<file path="config.mk">
export PLATFORM = sky130hd
export DESIGN_NAME = sprite_dma_engine
export DESIGN_NICKNAME = d
export VERILOG_FILES = /design/src/rtl/sdma_pkg.sv /design/src/rtl/sdma_sequencer.sv /design/src/rtl/sdma_src_decode.sv /design/src/rtl/sprite_dma_engine.sv
export SDC_FILE = /design/constraint.sdc
export NUM_CORES = 1
export LEC_CHECK = 0
export BUFFER_PORTS_ARGS = -buffer_cell sky130_fd_sc_hd__buf_2
export CAP_MARGIN = 5
export CORE_MARGIN = 8
export CORE_UTILIZATION = 45
export DETAILED_ROUTE_END_ITERATION = 8
export MAX_ROUTING_LAYER = met4
export PLACE_DENSITY = 0.82
export SLEW_MARGIN = 20
export SYNTH_ARGS = -nofsm -noshare
export SYNTH_HDL_FRONTEND = slang
export SYNTH_HIERARCHICAL = 1
export SYNTH_SLANG_ARGS = --single-unit
</file>
<file path="constraint.sdc">
create_clock -name clk -period 2.84 [get_ports clk]
set_input_delay 0.568 -clock clk [delete_from_list [all_inputs] [get_ports clk]]
set_output_delay 0.568 -clock clk [all_outputs]
set_load 0.02 [all_outputs]
</file>
<file path="src/rtl/sdma_pkg.sv">
package sdma_pkg;

  typedef enum logic [1:0] {
    SRC_CART  = 2'd0,
    SRC_VRAM0 = 2'd1,
    SRC_VRAM1 = 2'd2,
    SRC_WRAM  = 2'd3
  } src_region_e;

  // Full source address of one copy step
  function automatic logic [15:0] copy_address(input logic [7:0] page,
                                               input logic [7:0] idx);
    return {page, idx};
  endfunction

  // Region chosen for a raw 16-bit source address
  function automatic src_region_e region_of(input logic [15:0] a,
                                            input logic        bank);
    src_region_e r;
    unique case (a[15:13])
      3'b100:         r = bank ? SRC_VRAM1 : SRC_VRAM0;
      3'b110, 3'b111: r = SRC_WRAM;
      default:        r = SRC_CART;
    endcase
    return r;
  endfunction

  // Address local to the chosen region
  function automatic logic [15:0] local_of(input logic [15:0] a);
    logic [15:0] o;
    unique case (a[15:13])
      3'b100, 3'b110, 3'b111: o = {3'b000, a[12:0]};
      default:                o = a;
    endcase
    return o;
  endfunction

endpackage

</file>
<file path="src/rtl/sdma_sequencer.sv">
module sdma_sequencer #(
  parameter int XFER_LEN = 160
) (
  input  logic       clk,
  input  logic       rst_n,
  input  logic       tick_en,
  input  logic       start_wr,
  input  logic [7:0] start_page,
  output logic       busy,
  output logic       block,
  output logic [7:0] page,
  output logic [7:0] cur_idx,
  output logic       setup_step,
  output logic       copy_step,
  output logic       done_step
);
  localparam int POS_W = $clog2(XFER_LEN + 2);
  localparam logic [POS_W-1:0] LAST_COPY = POS_W'(XFER_LEN);
  localparam logic [POS_W-1:0] DONE_POS  = POS_W'(XFER_LEN + 1);

  logic [POS_W-1:0] pos;
  logic [POS_W-1:0] pos_m1;
  logic             advance;

  always_comb begin
    advance    = busy && tick_en && !start_wr;
    setup_step = advance && (pos == '0);
    copy_step  = advance && (pos != '0) && (pos <= LAST_COPY);
    done_step  = advance && (pos == DONE_POS);
    pos_m1     = pos - 1'b1;
    cur_idx    = 8'(pos_m1);
  end

  always_ff @(posedge clk) begin
    if (!rst_n) begin
      busy  <= 1'b0;
      block <= 1'b0;
      page  <= 8'h00;
      pos   <= '0;
    end else if (start_wr) begin
      page  <= start_page;
      busy  <= 1'b1;
      pos   <= '0;
      block <= busy && block;
    end else if (setup_step) begin
      pos <= pos + 1'b1;
    end else if (copy_step) begin
      block <= 1'b1;
      pos   <= pos + 1'b1;
    end else if (done_step) begin
      busy  <= 1'b0;
      block <= 1'b0;
      pos   <= '0;
    end
  end
endmodule

</file>
<file path="src/rtl/sdma_src_decode.sv">
module sdma_src_decode
  import sdma_pkg::*;
(
  input  logic [15:0] raw_addr,
  input  logic        bank_sel,
  output src_region_e region,
  output logic [15:0] local_addr
);
  always_comb begin
    region     = region_of(raw_addr, bank_sel);
    local_addr = local_of(raw_addr);
  end
endmodule

</file>
<file path="src/rtl/sprite_dma_engine.sv">
module sprite_dma_engine
  import sdma_pkg::*;
#(
  parameter int XFER_LEN = 160
) (
  input  logic        clk,
  input  logic        rst_n,
  input  logic        tick_en,
  input  logic        cfg_wr,
  input  logic [7:0]  cfg_page,
  input  logic        vram_bank,
  output logic [7:0]  page_q,
  output logic        busy,
  output logic        oam_block,
  output logic        src_rd,
  output logic [1:0]  src_region,
  output logic [15:0] src_addr,
  input  logic [7:0]  src_rdata,
  output logic        spr_we,
  output logic [7:0]  spr_idx,
  output logic [7:0]  spr_wdata
);
  logic        setup_step;
  logic        copy_step;
  logic        done_step;
  logic [7:0]  cur_idx;
  logic [15:0] raw_addr;
  src_region_e region;

  sdma_sequencer #(.XFER_LEN(XFER_LEN)) u_seq (
    .clk        (clk),
    .rst_n      (rst_n),
    .tick_en    (tick_en),
    .start_wr   (cfg_wr),
    .start_page (cfg_page),
    .busy       (busy),
    .block      (oam_block),
    .page       (page_q),
    .cur_idx    (cur_idx),
    .setup_step (setup_step),
    .copy_step  (copy_step),
    .done_step  (done_step)
  );

  assign raw_addr = copy_address(page_q, cur_idx);

  sdma_src_decode u_dec (
    .raw_addr   (raw_addr),
    .bank_sel   (vram_bank),
    .region     (region),
    .local_addr (src_addr)
  );

  assign src_region = region;
  assign src_rd     = copy_step;
  assign spr_we     = copy_step;
  assign spr_idx    = cur_idx;
  assign spr_wdata  = src_rdata;
endmodule

</file>
==> flow_summary.yaml <==
placed_design:
  io_buffer_count: 50
  dp_slack_ns: 0.465
  post-dp-hpwl_mm: 2.24
  place_inst: 197
  globalplace.congestion: 0.857
timing:
  skew_ns: 0.000972
  tns_ns: 0
  rsz0062_at_grt: "no"
  period_share_pct: 93.3
  fin_ws_ns: 0.190
  period_minus_slack_ns: 2.65
  fmaxAchievable_mhz: 377
  finalHoldViolCount: 0
  drv_slew: 0
  setup_viol: 0
  slew_headroom_pct: 73.1
  hold_slack_ns: 0.496
  worstMarginPinSlew_ns: 0.404
clocking:
  cts_tree: "yes"
  clk_pin_slew_worst_paths_ns: 0.10
  cts_setup_buffers: 0
  cts.sinks: 18
  insertion_delay_ns: 0.29
  cts_buffers: 3
  cts_max_level: 1
  clock_path_buffers: 2
  root_buffer: "clkbuf_4"
floorplanning:
  rows: 19
  start_util_pct: 47.1
  die_h_um: 69.5
  core_um2: 2730
  die_w_um: 69.5
  dieArea_um2: 4830
  io_pins: 67
global_routing:
  overflow: 0
  first_global_vias: 1023
  grt_pass1_wl_mm: 4.76
  grt.total_usage_pct: 11.7
  antenna_found_initial: 0
  grt_max_degree: 13
route:
  dr.pass1.iters: 4
  drc: 0
  initialDrtViolationCount: 80
  ant_nets: 0
  vias: 1064
  drt-wirelength-per-cell_um: 14.4
  viasPerCell: 5.29
  drt-total-wl_mm: 2.90
cells_and_area:
  nNetsFinal: 196
  final_common_cell: "buf_2"
  layout-drive-gt1-share_pct: 35.3
  syn2layout_area_growth_pct: 6.70
  final_cells: 201
  n_antenna_cell: 0
  final_cell_mix: "buf_2 (50), dfxtp_1 (18), nor2b_1 (12)"
critical_path:
  critPathRequiredTime_ns: 2.27
  cp_max_fo: 7
  arrival_ns: 2.08
  startpoint: "u_seq/pos[1]"
  rr_startpoint: "u_seq/pos[1]"
  worstSetupStartpointType: "register"
  criticalPathCategory: "reg2out"
  crit_path_end_kind: "output port"
min_path:
  min_path_type: "reg2reg"
  min_from: "u_seq/block"
run:
  cap_violations: 0
outcome:
  status: "finished clean"
yosys:
  netlist_instances: 150
  netlist_area_um2: 1290
  syn_nets: 175
  avgSynthCellArea_um2: 8.59
  yosys_warnings: 6
pwr:
  cellPowerDensity_nw_per_um2: 377
  peakVddDrop_v: 0.000237
  finalPower_w: 0.000518
  leakagePower_nw: 0.653
[worst paths after layout]
kind,to,slack (ns),cells after the start
worst max-delay path,spr_we,0.19,7
worst min-delay path,u_seq/block,0.50,2
worst max register to register,u_seq/pos[5],0.47,6
worst min register to register,u_seq/block,0.50,2
[layout make-up]
type                       instances  area (um^2)
sequential                        18          360
multi-input combinational         93          671
inverter                           5         18.8
tap                               31         38.8
timing repair buffer              50          250
fill                             261         1360
clock buffer                       4         36.3
[per-stage QoR]
step	utilization [%]	area, um^2
2_1_floorplan	-	1290
3_3_place_gp	49.0	1340
3_5_place_dp	49.0	1340
4_1_cts	50.3	1380
5_1_grt	50.3	1380
6_report	50.3	1380
[critical path: stages (launching register included)]
cell and delay [ns]:
dfxtp_1 0.40, inv_1 0.14, ha_1 0.19, or4b_1 0.47, a21oi_1 0.16, nor2b_1 0.07
nor3_1 0.16, buf_2 0.20
[metal layers]
metal / wire, um / part of all wire, % / global-route usage, % / up-vias
met2: 1210 / 42 / 16.8 / 71
met3: 363 / 13 / 6.72 / 2
li1: - / - / - / 531
met4: 18 / 0.62 / 2.28 / 0
met5: 0 / 0 / - / -
met1: 1300 / 45 / 13.9 / 460
[sequential cells by signal, summed over array words and instances (netlist names)]
| register | cells |
|---|---|
| u_seq/block | 1 |
| u_seq/busy | 1 |
| u_seq/page | 8 |
| u_seq/pos | 8 |
[repair_timing]
action,CTS,global route
hold buffers,0,0
setup endpoints to repair,0,2
gates resized for setup,0,1
[power by group]
| group | switching (W) | leakage, nW | total [W] | internal (W) |
|---|---|---|---|---|
| logic | 0.0000545 | 0.486 | 0.0000898 | 0.0000353 |
| registers | 0.00000838 | 0.147 | 0.000269 | 0.000260 |
| clock network | 0.0000811 | 0.0210 | 0.000159 | 0.0000781 |
| total | 0.000144 | 0.653 | 0.000518 | 0.000374 |
(Power assumes the default switching activity.)
